### src/rtl/irqm_pkg.sv
package irqm_pkg;

    localparam int ADDR_W = 4;

    typedef enum logic [ADDR_W-1:0] {
        A_RAW   = 4'h0,
        A_IRQST = 4'h1,
        A_FIQST = 4'h2,
        A_CLASS = 4'h3,
        A_ENSET = 4'h4,
        A_ENCLR = 4'h5,
        A_SWSET = 4'h6,
        A_SWCLR = 4'h7
    } reg_addr_e;

    typedef struct packed {
        logic      valid;
        logic      write;
        reg_addr_e addr;
    } port_ctl_t;

    function automatic logic wr_hit(port_ctl_t c, reg_addr_e target);
        return c.valid && c.write && (c.addr == target);
    endfunction

    function automatic logic rd_on(port_ctl_t c);
        return c.valid && !c.write;
    endfunction

endpackage

### src/rtl/irqm_regs.sv
module irqm_regs
    import irqm_pkg::*;
#(
    parameter int N_SRC = 32
) (
    input  logic             clk,
    input  logic             rst,
    input  port_ctl_t        ctl,
    input  logic [N_SRC-1:0] wdata,
    input  logic [N_SRC-1:0] src_i,
    output logic [N_SRC-1:0] src_q,
    output logic [N_SRC-1:0] en_q,
    output logic [N_SRC-1:0] class_q,
    output logic [N_SRC-1:0] sw_q
);

    always_ff @(posedge clk) begin
        if (rst) begin
            src_q   <= '0;
            en_q    <= '0;
            class_q <= '0;
            sw_q    <= '0;
        end else begin
            src_q <= src_i;
            if (wr_hit(ctl, A_CLASS)) class_q <= wdata;
            if (wr_hit(ctl, A_ENSET)) en_q    <= en_q | wdata;
            if (wr_hit(ctl, A_ENCLR)) en_q    <= en_q & ~wdata;
            if (wr_hit(ctl, A_SWSET)) sw_q    <= sw_q | wdata;
            if (wr_hit(ctl, A_SWCLR)) sw_q    <= sw_q & ~wdata;
        end
    end

    // bits written 1 to the set address are enabled afterwards
    assert_enset_R6: assert property (@(posedge clk) disable iff (rst)
        wr_hit(ctl, A_ENSET) |=> ((en_q & $past(wdata)) == $past(wdata)));

    // bits written 1 to the clear address are disabled afterwards
    assert_enclr_R6: assert property (@(posedge clk) disable iff (rst)
        wr_hit(ctl, A_ENCLR) |=> ((en_q & $past(wdata)) == '0));

    // cleared software bits are gone afterwards
    assert_swclr_R3: assert property (@(posedge clk) disable iff (rst)
        wr_hit(ctl, A_SWCLR) |=> ((sw_q & $past(wdata)) == '0));

    // software bits never drop unless a clear write happened
    assert_swhold_R2: assert property (@(posedge clk) disable iff (rst)
        !wr_hit(ctl, A_SWCLR) |=> ((sw_q & $past(sw_q)) == $past(sw_q)));

    // select only moves on a write to its address
    assert_class_hold_R5: assert property (@(posedge clk) disable iff (rst)
        !wr_hit(ctl, A_CLASS) |=> $stable(class_q));

    // reset leaves every register cleared
    assert_reset_R9: assert property (@(posedge clk)
        rst |=> (en_q == '0 && class_q == '0 && sw_q == '0 && src_q == '0));

endmodule

### src/rtl/irqm_route.sv
module irqm_route #(
    parameter int N_SRC = 32
) (
    input  logic             clk,
    input  logic             rst,
    input  logic [N_SRC-1:0] raw_i,
    input  logic [N_SRC-1:0] en_i,
    input  logic [N_SRC-1:0] class_i,
    input  logic [N_SRC-1:0] claim_i,
    output logic [N_SRC-1:0] irq_o,
    output logic [N_SRC-1:0] fiq_o,
    output logic             nv_o
);

    logic [N_SRC-1:0] gated;
    logic [N_SRC-1:0] unclaimed;

    for (genvar g = 0; g < N_SRC; g++) begin : g_src
        assign gated[g]     = raw_i[g] & en_i[g];
        assign irq_o[g]     = gated[g] & ~class_i[g];
        assign fiq_o[g]     = gated[g] &  class_i[g];
        assign unclaimed[g] = irq_o[g] & ~claim_i[g];
    end

    assign nv_o = |unclaimed;

    // no source is in both classes at once
    assert_class_excl_R5: assert property (@(posedge clk) disable iff (rst)
        (irq_o & fiq_o) == '0);

    // every outgoing request has its enable set
    assert_need_enable_R4: assert property (@(posedge clk) disable iff (rst)
        ((irq_o | fiq_o) & ~en_i) == '0);

    // the combined line implies some IRQ request
    assert_nv_has_irq_R7: assert property (@(posedge clk) disable iff (rst)
        nv_o |-> (irq_o != '0));

endmodule

### src/rtl/irqm_rdmux.sv
module irqm_rdmux
    import irqm_pkg::*;
#(
    parameter int N_SRC = 32
) (
    input  port_ctl_t        ctl,
    input  logic [N_SRC-1:0] raw_i,
    input  logic [N_SRC-1:0] irq_i,
    input  logic [N_SRC-1:0] fiq_i,
    input  logic [N_SRC-1:0] class_i,
    input  logic [N_SRC-1:0] en_i,
    input  logic [N_SRC-1:0] sw_i,
    output logic [N_SRC-1:0] rdata_o
);

    always_comb begin
        rdata_o = '0;
        if (rd_on(ctl)) begin
            case (ctl.addr)
                A_RAW:            rdata_o = raw_i;
                A_IRQST:          rdata_o = irq_i;
                A_FIQST:          rdata_o = fiq_i;
                A_CLASS:          rdata_o = class_i;
                A_ENSET, A_ENCLR: rdata_o = en_i;
                A_SWSET, A_SWCLR: rdata_o = sw_i;
                default:          rdata_o = '0;
            endcase
        end
    end

endmodule

### src/rtl/irq_mask_front.sv
module irq_mask_front
    import irqm_pkg::*;
#(
    parameter int N_SRC = 32
) (
    input  logic              clk,
    input  logic              rst,
    input  logic [N_SRC-1:0]  src_i,
    input  logic [N_SRC-1:0]  claim_i,
    input  logic              reg_valid_i,
    input  logic              reg_write_i,
    input  logic [ADDR_W-1:0] reg_addr_i,
    input  logic [N_SRC-1:0]  reg_wdata_i,
    output logic [N_SRC-1:0]  reg_rdata_o,
    output logic [N_SRC-1:0]  irq_req_o,
    output logic [N_SRC-1:0]  fiq_req_o,
    output logic              nv_irq_o
);

    port_ctl_t        ctl;
    logic [N_SRC-1:0] src_q, en_q, class_q, sw_q, raw;

    assign ctl.valid = reg_valid_i;
    assign ctl.write = reg_write_i;
    assign ctl.addr  = reg_addr_e'(reg_addr_i);

    irqm_regs #(.N_SRC(N_SRC)) u_regs (
        .clk     (clk),
        .rst     (rst),
        .ctl     (ctl),
        .wdata   (reg_wdata_i),
        .src_i   (src_i),
        .src_q   (src_q),
        .en_q    (en_q),
        .class_q (class_q),
        .sw_q    (sw_q)
    );

    assign raw = src_q | sw_q;

    irqm_route #(.N_SRC(N_SRC)) u_route (
        .clk     (clk),
        .rst     (rst),
        .raw_i   (raw),
        .en_i    (en_q),
        .class_i (class_q),
        .claim_i (claim_i),
        .irq_o   (irq_req_o),
        .fiq_o   (fiq_req_o),
        .nv_o    (nv_irq_o)
    );

    irqm_rdmux #(.N_SRC(N_SRC)) u_rdmux (
        .ctl     (ctl),
        .raw_i   (raw),
        .irq_i   (irq_req_o),
        .fiq_i   (fiq_req_o),
        .class_i (class_q),
        .en_i    (en_q),
        .sw_i    (sw_q),
        .rdata_o (reg_rdata_o)
    );

    // an enabled IRQ-class software request reaches the IRQ output
    assert_sw_reaches_R2: assert property (@(posedge clk) disable iff (rst)
        ((sw_q & en_q & ~class_q & ~irq_req_o) == '0));

    // a sampled source line that is enabled and FIQ-class shows on the FIQ output
    assert_src_reaches_R1: assert property (@(posedge clk) disable iff (rst)
        ((src_q & en_q & class_q & ~fiq_req_o) == '0));

    // no read data without a read strobe
    assert_idle_rdata_R8: assert property (@(posedge clk) disable iff (rst)
        !(reg_valid_i && !reg_write_i) |-> (reg_rdata_o == '0));

endmodule

### config.mk
export PLATFORM = sky130hd
export DESIGN_NAME = irq_mask_front
export DESIGN_NICKNAME = d
export VERILOG_FILES = /design/src/rtl/irqm_pkg.sv /design/src/rtl/irqm_regs.sv /design/src/rtl/irqm_route.sv /design/src/rtl/irqm_rdmux.sv /design/src/rtl/irq_mask_front.sv
export SDC_FILE = /design/constraint.sdc
export NUM_CORES = 1
export LEC_CHECK = 0
export ABC_AREA = 0
export BUFFER_PORTS_ARGS = -buffer_cell sky130_fd_sc_hd__buf_2
export CORE_MARGIN = 4
export CORE_UTILIZATION = 50
export CTS_BUF_LIST = sky130_fd_sc_hd__clkbuf_8
export DETAILED_ROUTE_END_ITERATION = 10
export GPL_TIMING_DRIVEN = 0
export PLACE_DENSITY = 0.78
export SYNTH_ARGS = -nofsm -noshare
export SYNTH_HDL_FRONTEND = slang
export SYNTH_SLANG_ARGS = --single-unit
### constraint.sdc
create_clock -name clk -period 3.6 [get_ports clk]
set_input_delay 0.36 -clock clk [delete_from_list [all_inputs] [get_ports clk]]
set_output_delay 0.36 -clock clk [all_outputs]
set_load 0.005 [all_outputs]
[After elaboration in Yosys (flattened, before gate mapping)]
Cells that the tools add are included.
W data, S select, Z words.
Word-level totals
  word-level logic and storage cells: 229
  register bits after elaboration: 128
  input port bits: 104
Cells by class
  bitwise operators: 198
  equal/unequal tests: 7
  reductions and logical operators: 14
  muxes and demuxes: 6
Operators by type and width (number)
  $pmux W32 S6: 1
  $mux W32: 5
  $and A1 B1 Y1: 128
  $or A32 B32 Y32: 3
  $and A32 B32 Y32: 2
  $not A1 Y1: 64
  $not A32 Y32: 1
  $reduce_or A32 Y1: 1
  $eq A4 B3 Y1 const B: 4
  $eq A4 B2 Y1 const B: 2
  $logic_and A1 B1 Y1: 7
  $eq A4 B1 Y1 const B: 1
  $logic_not A4 Y1: 1
  $reduce_bool A2 Y1: 2
  $reduce_or A2 Y1: 2
  $logic_not A1 Y1: 1

[Logic depth before layout (Yosys ltp)]
Gate-level depths: netlist (run 1).
  depth in word-level cells: 5
  gate-level depth with buffers: 7
  depth with buffers taken out: 5

[Hierarchy]
A second synthesis (run 1) with hierarchy kept.
Unflattened totals
  cells, all modules: 864
  area total of the unflattened synthesis: 7817.5 µm²
Modules (own cells, without submodules)
  irqm_regs: sequential area each 2562.5 µm², area each 4999.8 µm², cells an instance 441, times used 1
  irqm_rdmux: sequential area each 0.0 µm², area each 1898.1 µm², cells an instance 266, times used 1
  irqm_route: sequential area each 0.0 µm², area each 719.4 µm², cells an instance 125, times used 1
  irq_mask_front: sequential area each 0.0 µm², area each 200.2 µm², cells an instance 32, times used 1

[Worst setup path after synthesis (run 1)]
Ideal clock, no wire load.
  kind: input to output
  start: input reg_addr_i[0]
  end: output reg_rdata_o[26]
  slack: 1605 ps
  cell stages on the path: 7
  path buffers: 3
  data arrival time: 1635 ps
  cell sequence: buf_6 or3_1 a21o_1 buf_6 buf_6 o221a_1 nor2_1
On the way
  cells in the longest elaborated chain, start to end: 4
  elaborated cells between the ends (all ways): 12
  classes of those cells: 7 x eq/ne; 2 x mux; 3 x reduce/logical
RTL lines
  start: declaration: line irq_mask_front.sv:12  | input logic [ADDR_W-1:0] reg_addr_i,
  $eq A4 B3 Y1: line irqm_rdmux.sv:19  | case (ctl.addr)
  $reduce_or A2 Y1: line irqm_rdmux.sv:19
  $pmux W32 S6 (*): line irqm_rdmux.sv:19
  $mux W32 (*): line irqm_rdmux.sv:18  | if (rd_on(ctl)) begin
  end: declaration: line irq_mask_front.sv:14  | output logic [N_SRC-1:0] reg_rdata_o,
Mark *: on every way between the ends. The rest lies on a longest branch, timed or not.

==> results of run 1 <==
[cell usage in the layout, fill, tap and decap left out, drive strengths merged, types with 2 or more instances in the layout]
| master | instances |
|---|---|
| a21oi | 170 |
| a222oi | 5 |
| a2bb2oi | 26 |
| a311oi | 64 |
| buf | 221 |
| bufinv | 2 |
| clkbuf | 69 |
| clkinv | 3 |
| dfxtp | 128 |
| diode | 2 |
| inv | 36 |
| mux2i | 2 |
| nand2 | 107 |
| nand2b | 3 |
| nor2 | 74 |
| nor2b | 32 |
| nor3 | 53 |
| nor4 | 7 |
| o21a | 8 |
| o21ai | 57 |
| o221a | 8 |
| or3 | 2 |
[final cells by class]
cell class | count | area (sq um) | area share, %
multi-input cells | 630 | 3480 | 42.9
clock inverters | 6 | 78.8 | 0.972
well taps | 172 | 215 | 2.65
repair buffers | 198 | 991 | 12.2
inverters | 35 | 131 | 1.62
diodes | 2 | 5.00 | 0.0617
plain buffers | 68 | 315 | 3.89
clock buffers | 24 | 330 | 4.07
flip-flops and latches | 128 | 2560 | 31.6
[report_power, final]
| group | internal [mW] | switching (mW) |
|---|---|---|
| clock | 0.732 | 0.563 |
| sequential | 1.45 | 0.0212 |
| combinational | 0.103 | 0.187 |
| total | 2.28 | 0.771 |
[per-layer routing]
| metal | track usage, % | vias up | wire length (microns) | part of all wire (%) |
|---|---|---|---|---|
| met5 | 0 | - | 0 | 0 |
| met4 | 17.2 | 0 | 1180 | 4.8 |
| met3 | 8.17 | 93 | 3020 | 12 |
| met2 | 49.9 | 535 | 11100 | 45 |
| met1 | 42.7 | 3597 | 9490 | 38 |
| li1 | - | 3567 | - | - |
[critical path: cells and delay by family, from the launching register on]
kind / cells / cell delay (ns)
DFF: 1 / 0.33
and+or+nand+nor: 4 / 1.40
AOI/OAI and AO/OA: 1 / 0.44
buffers and inverters: 1 / 0.19
[kinds of logic after synthesis]
| family | share of synthesized area (%) |
|---|---|
| buffers and inverters | 6.88 |
| AOI/OAI and AO/OA | 33.1 |
| muxes | 0.308 |
| DFF | 39.5 |
| and+or+nand+nor | 20.2 |
[per-stage QoR]
stage          power, mW  utilization [%]  worst slack, ns  hold slack (ns)
6_report            3.05             64.0            0.437            0.116
2_1_floorplan       1.63                -             1.61            0.450
3_3_place_gp        1.78             60.7            0.939            0.457
3_5_place_dp        1.78             60.7            0.928            0.462
4_1_cts             3.04             64.0            0.575            0.104
5_1_grt             3.14             64.0            0.418            0.110
[worst paths after layout]
check / end / depth (start not counted) / slack [ns] / start
hold reg to reg: u_regs.class_q[4] / 2 / 0.48 / u_regs.class_q[4]
hold / removal: u_regs.src_q[7] / 2 / 0.12 / src_i[7]
setup reg to reg: register / 2 / 2.79 / register
setup / recovery: nv_irq_o / 6 / 0.44 / register
==> results.sh, run 1 <==
export IMPL_status="complete, no violations"
export IMPL_clk_path_buf_depth=2
export IMPL_yosysWarningCount=0
export IMPL_rows=41
export IMPL_dr_pass1_iters=5
export IMPL_final_area_sq_um=8110
export IMPL_hold_buffers=0
export IMPL_dieWidth_microns=122
export IMPL_numPortBuffers=198
export IMPL_ios=201
export IMPL_antenna_found_initial=2
export IMPL_dr_total_vias=7792
export IMPL_clkTransAtPathRegs_ns=0.07
export IMPL_grt_use_total_pct=32.7
export IMPL_path_cells="o21ai_0, nor3_1, or4_1, nor4_1, nand4_1, buf_2"
export IMPL_ys_seq_area_share_pct=39.5
export IMPL_final_hold_viol_count=0
export IMPL_overflow=0
export IMPL_grt_pass1_vias=6948
export IMPL_relSlewSlack_pct=46.0
export IMPL_cp_arrival_ns=2.80
export IMPL_setup_viol=0
export IMPL_synth_async_reset_ratio_pct=0
export IMPL_cts_sinks=128
export IMPL_synth_area_leaders="dfxtp_1, a21oi_1, a311oi_1, nand2_1, o21ai_0"
export IMPL_synth_most_common_cell="a21oi_1"
export IMPL_finalNonFillerCells=1263
export IMPL_slowest_delay_ns=0.55
export IMPL_drt_wl_total_microns=24800
export IMPL_end_kind="output pin"
export IMPL_cts_root_buf="clkbuf_8"
export IMPL_cts_resized=0
export IMPL_critPathKind="reg2out"
export IMPL_clk_latency_ns=0.45
export IMPL_rsz0062_at_grt="no"
export IMPL_critPathRequiredTime_ns=3.24
export IMPL_ys_flop_type="dfxtp_1"
export IMPL_synth_edf_count=0
export IMPL_timing_fmax_ghz=0.316
export IMPL_cp_slowest_cell="or4_1"
export IMPL_cellPowerDensity_nw_per_um2=376
export IMPL_cts_buffers=17
export IMPL_finalSetupTns_ns=0
export IMPL_grt_pass1_wl_microns=37100
export IMPL_cts_setup_buffers=0
export IMPL_leakage_nw=3.04
export IMPL_placed_cell_area_sq_um=7700
export IMPL_syn_to_final_growth_pct=25.0
export IMPL_drc=0
export IMPL_viasPerCell=6.17
export IMPL_dieHeight_microns=122
export IMPL_ir_drop_uv=203
export IMPL_worst_pin_slew_ns=0.810
export IMPL_syn_avg_cell_area_sq_um=7.54
export IMPL_synth_distinct_cells=37
export IMPL_grt_max_degree=17
export IMPL_drt_iter0_markers=951
export IMPL_layout_drive_gt1_share_pct=24.0
export IMPL_dp_final_hpwl_microns=17700
export IMPL_core_area_sq_um=12700
export IMPL_period_needed_ns=3.16
export IMPL_cts_htree_levels=4
export IMPL_yosys_area_top_type_share_pct=39.5
export IMPL_ys_seq_elements=128
export IMPL_skew_ns=0
export IMPL_slew_viol_final=0
export IMPL_syn_area_sq_um=6490
export IMPL_nets=1182
export IMPL_synth_fp_nets=965
export IMPL_post_route_period_util_pct=87.9
export IMPL_gp_congestion=0.937
export IMPL_hold_class="in2reg"
export IMPL_max_cap_violations=0
export IMPL_wire_per_inst_microns=19.7
export IMPL_critPathMaxFanout=4
export IMPL_fillers=1178
export IMPL_dp_cells=1231
export IMPL_ys_top_cells_by_count="a21oi_1, dfxtp_1, nand2_1, nor2_1, a311oi_1"
export IMPL_crit_path_start_kind="register"
export IMPL_ant_nets=0
export IMPL_syn_instance_count=861
export IMPL_cts_tree="yes"
export IMPL_start_util_pct=51.2
export IMPL_dieArea_sq_um=14900
export IMPL_synth_top_area_cell="dfxtp_1"
Note: power is estimated with default switching activity, not from simulation.
==> inputs of run 2 (changes only) <==
CORE_MARGIN = not set   (was 4)
PLACE_DENSITY = 0.81   (was 0.78)
RECOVER_POWER = 100   (was not set)
==> results.sh, run 2 (synthesized netlist as in run 1, its figures left out) <==
export IMPL_cp_slowest_cell="clkbuf_1"
export IMPL_cts_tree="yes"
export IMPL_reg2reg_depth=2
export IMPL_max_cap_violations=0
export IMPL_cts_sinks=128
export IMPL_path_cells="clkbuf_1, or2_0, clkbuf_1, nor3_1, clkbuf_1, a21oi_1, o221a_2, nor2_1, clkbuf_2"
export IMPL_cts_resized=0
export IMPL_dp_cells=1231
export IMPL_core_area_sq_um=12600
export IMPL_cts_htree_levels=4
export IMPL_start_util_pct=51.4
export IMPL_sw_frac_of_total_pct=26.7
export IMPL_status="complete, no violations"
export IMPL_ios=201
export IMPL_numPortBuffers=198
export IMPL_total_power_mw=2.93
export IMPL_cts_buffers=17
export IMPL_final_common_cell="a21oi_1"
export IMPL_gp_congestion=0.905
export IMPL_cp_common_cell="clkbuf_1"
export IMPL_hp_start="src_i[8]"
export IMPL_wire_per_inst_microns=19.1
export IMPL_clk_latency_ns=0.47
export IMPL_critPathRequiredTime_ns=3.24
export IMPL_nets=1182
export IMPL_grt_max_degree=17
export IMPL_period_needed_ns=3.25
export IMPL_dr_pass1_iters=6
export IMPL_cp_arrival_ns=2.89
export IMPL_p_seq_share_pct=50.1
export IMPL_grt_use_total_pct=35.8
export IMPL_hold_buffers=0
export IMPL_dr_total_vias=7674
export IMPL_grt_pass1_vias=6631
export IMPL_crit_path_start_kind="input pin"
export IMPL_drt_wl_total_microns=24100
export IMPL_antenna_found_initial=1
export IMPL_p_sw_mw=0.782
export IMPL_internal_power_mw=2.15
export IMPL_placed_cell_area_sq_um=7700
export IMPL_worst_slack_ns=0.352
export IMPL_cts_root_buf="clkbuf_8"
export IMPL_clockPowerShare_pct=40.1
export IMPL_drt_iter0_markers=1002
export IMPL_worst_r2r_setup_slack_ns=2.77
export IMPL_final_hold_viol_count=0
export IMPL_grt_pass1_wl_microns=35500
export IMPL_dieArea_sq_um=13400
export IMPL_cellPowerDensity_nw_per_um2=370
export IMPL_ant_nets=0
export IMPL_critPathKind="in2out"
export IMPL_rows=41
export IMPL_slew_viol_final=0
export IMPL_overflow=0
export IMPL_finalSetupTns_ns=0
export IMPL_timing_fmax_ghz=0.308
export IMPL_finalNonFillerCells=1263
export IMPL_relSlewSlack_pct=42.5
export IMPL_clk_path_buf_depth=2
export IMPL_clkTransAtPathRegs_ns=0.07
export IMPL_hold_ws_ns=0.0941
export IMPL_skew_ns=0
export IMPL_syn_to_final_growth_pct=22.0
export IMPL_dp_final_hpwl_microns=16900
export IMPL_critPathMaxFanout=10
export IMPL_pre_cts_slack_ns=0.933
export IMPL_dieHeight_microns=116
export IMPL_viasPerCell=6.08
export IMPL_hold_class="in2reg"
export IMPL_post_route_period_util_pct=90.2
export IMPL_ir_drop_uv=250
export IMPL_drc=0
export IMPL_comb_power_share_pct=9.7
export IMPL_worst_pin_slew_ns=0.856
export IMPL_end_kind="output pin"
export IMPL_setup_viol=0
export IMPL_layout_common_cells="a21oi_1, dfxtp_1, clkbuf_1, buf_2, nand2_1"
export IMPL_hold_path_depth=2
export IMPL_final_area_sq_um=7920
export IMPL_n_antenna_cell=0
export IMPL_fin_util_pct=62.8
export IMPL_leakage_nw=2.65
export IMPL_dieWidth_microns=116
export IMPL_rsz0062_at_grt="no"
export IMPL_hold_path_endpoint="u_regs.src_q[8]"
export IMPL_cts_setup_buffers=0
export IMPL_slowest_delay_ns=0.59
export IMPL_layout_drive_gt1_share_pct=15.9
-- run 2: cell count changes in the layout (fill, tap and decap cells not counted), sizes merged --
| cell | previous run | this run |
|---|---|---|
| buf | 221 | 115 |
| clkinv | 3 | 5 |
| diode | 2 | 0 |
| inv | 36 | 40 |
| clkbuf | 69 | 172 |
| bufinv | 2 | 1 |
-- run 2: how the worst max path moves through the flow --
stage                  startpoint              end
floorplan           reg_addr_i[0]  reg_rdata_o[26]
global placement         register         nv_irq_o
detailed placement  reg_addr_i[1]  reg_rdata_o[14]
CTS                      register         nv_irq_o
global route        reg_addr_i[2]  reg_rdata_o[12]
finish              reg_addr_i[2]  reg_rdata_o[12]
-- run 2: power by group through the flow --
stage | registers (mW) | logic [mW] | clock network [mW]
6_report | 1.47 | 0.285 | 1.18
5_1_grt | 1.47 | 0.302 | 1.22
4_1_cts | 1.47 | 0.280 | 1.16
3_5_place_dp | 1.50 | 0.280 | 0
3_3_place_gp | 1.50 | 0.277 | 0
2_1_floorplan | 1.49 | 0.138 | 0
-- run 2: area by class of cell --
class                      instances  area (sq um)
multi-input combinational        630          3450
buffer                            68           288
clock inverter                    11          73.8
clock buffer                      21           289
timing repair buffer             198           907
fill                            1253          4700
sequential                       128          2560
tap                              172           215
inverter                          35           131
-- run 2: per-layer routing --
layer / vias up / track usage (%) / part of all wire (%)
met4: 2 / 19.0 / 4.1
met5: - / 0 / 0.050
li1: 3567 / - / -
met2: 547 / 54.4 / 44
met3: 81 / 9.57 / 13
met1: 3477 / 46.4 / 39
-- run 2: worst max-delay path: cells and delay by family --
kind	cells	cell delay (ns)
and+or+nand+nor	3	0.85
AOI/OAI and AO/OA	2	0.45
buffers and inverters	4	1.23
==> inputs of run 3 (changes only) <==
CELL_PAD_IN_SITES_DETAIL_PLACEMENT = 1   (was not set)
CELL_PAD_IN_SITES_GLOBAL_PLACEMENT = 1   (was not set)
CORE_UTILIZATION = 41   (was 50)
PLACE_DENSITY = 0.92   (was 0.81)
==> results.sh, run 3 (synthesized netlist as in run 1, its figures left out) <==
export IMPL_relSlewSlack_pct=42.4
export IMPL_grt_use_total_pct=34.5
export IMPL_viasPerCell=6.09
export IMPL_dp_final_hpwl_microns=20300
export IMPL_end_kind="output pin"
export IMPL_final_hold_viol_count=0
export IMPL_rows=45
export IMPL_critPathKind="in2out"
export IMPL_cts_setup_buffers=0
export IMPL_dr_total_vias=7926
export IMPL_ios=201
export IMPL_drc=0
export IMPL_cts_sinks=128
export IMPL_numPortBuffers=198
export IMPL_syn_to_final_growth_pct=22.5
export IMPL_critPathRequiredTime_ns=3.24
export IMPL_cp_arrival_ns=2.93
export IMPL_ir_drop_uv=234
export IMPL_max_cap_violations=0
export IMPL_layout_common_cells="a21oi_1, dfxtp_1, clkbuf_1, buf_2, nand2_1"
export IMPL_wire_per_inst_microns=21.8
export IMPL_setup_viol=0
export IMPL_hold_buffers=0
export IMPL_hold_class="in2reg"
export IMPL_dr_pass1_iters=7
export IMPL_critPathMaxFanout=10
export IMPL_status="complete, no violations"
export IMPL_grt_max_degree=17
export IMPL_reg2reg_depth=2
export IMPL_core_area_sq_um=15300
export IMPL_ant_nets=0
export IMPL_nets=1182
export IMPL_dieHeight_microns=128
export IMPL_dieArea_sq_um=16300
export IMPL_drt_wl_total_microns=28300
export IMPL_n_antenna_cell=0
export IMPL_rsz0062_at_grt="no"
export IMPL_cellPowerDensity_nw_per_um2=368
export IMPL_dieWidth_microns=128
export IMPL_final_common_cell="a21oi_1"
export IMPL_cts_tree="yes"
export IMPL_hold_path_depth=2
export IMPL_cts_root_buf="clkbuf_8"
export IMPL_cts_resized=0
export IMPL_clkTransAtPathRegs_ns=0.08
export IMPL_antenna_found_initial=0
export IMPL_post_route_period_util_pct=91.4
export IMPL_crit_path_start_kind="input pin"
export IMPL_grt_pass1_vias=7761
export IMPL_cts_htree_levels=4
export IMPL_finalSetupTns_ns=0
export IMPL_timing_fmax_ghz=0.304
export IMPL_worst_pin_slew_ns=0.864
export IMPL_layout_drive_gt1_share_pct=15.7
export IMPL_skew_ns=0
export IMPL_slew_viol_final=0
export IMPL_grt_pass1_wl_microns=42500
export IMPL_leakage_nw=2.63
export IMPL_worst_slack_ns=0.309
export IMPL_start_util_pct=42.4
export IMPL_clk_latency_ns=0.47
export IMPL_clk_path_buf_depth=2
export IMPL_drt_iter0_markers=772
export IMPL_cts_buffers=17
export IMPL_overflow=0
export IMPL_pre_cts_slack_ns=0.847
export IMPL_period_needed_ns=3.29
export IMPL_gp_congestion=0.893
-- run 3: changes by cell type in the layout (fill, tap and decap cells not counted) --
cell	before	now
buf_1	0	2
buf_2	111	110
clkbuf_1	126	127
clkbuf_2	25	23
clkbuf_8	21	20
clkinv_2	5	6
inv_1	40	39
-- run 3: power breakdown --
part / total (mW) / switching, mW / internal [mW]
clock: 1.16 / 0.580 / 0.578
sequential: 1.47 / 0.0229 / 1.45
combinational: 0.297 / 0.197 / 0.100
-- run 3: path summary, 6_finish.rpt --
path	from	endpoint	slack [ns]
worst min register to register	u_regs.class_q[14]	u_regs.class_q[14]	0.49
worst max-delay path	reg_addr_i[2]	reg_rdata_o[2]	0.31
worst min-delay path	src_i[18]	u_regs.src_q[18]	0.1
worst max register to register	u_regs.class_q[19]	u_regs.class_q[19]	2.73
-- run 3: final cells by class --
cell class	count	area, sq um
clock buffers	20	275
fillers	2094	7360
multi-input cells	630	3450
flip-flops and latches	128	2560
repair buffers	198	903
plain buffers	68	288
inverters	35	131
well taps	211	264
clock inverters	11	75.1
-- run 3: critical path: stages --
cell	delay (ns)
clkbuf_1	0.19
or2_0	0.27
clkbuf_1	0.29
nor3_1	0.43
clkbuf_1	0.70
a21oi_1	0.18
a2bb2oi_1	0.17
a21oi_1	0.18
clkbuf_2	0.14
-- run 3: metal layers --
| layer | GRT usage (%) | share of wire [%] | wire length (microns) | up-vias |
|---|---|---|---|---|
| li1 | - | - | - | 3562 |
| met2 | 55.4 | 46 | 13100 | 452 |
| met4 | 20.6 | 5.0 | 1410 | 0 |
| met1 | 43.2 | 40 | 11400 | 3815 |
| met5 | 0 | 0 | 0 | - |
| met3 | 6.22 | 8.4 | 2390 | 97 |
-- run 3: per-stage QoR --
| stage | area [sq um] | hold slack (ns) | power, mW | util (%) | instances |
|---|---|---|---|---|---|
| after floorplan | 6490 | 0.450 | 1.63 | - | 861 |
| after detailed placement | 7740 | 0.478 | 1.79 | 50.6 | 1270 |
| after global routing | 7950 | 0.101 | 2.99 | 51.9 | 1301 |
| after global placement | 7740 | 0.463 | 1.78 | 50.6 | 1270 |
| after CTS | 8100 | 0.0975 | 2.90 | 52.9 | 1301 |
| final | 7950 | 0.0955 | 2.92 | 51.9 | 1301 |
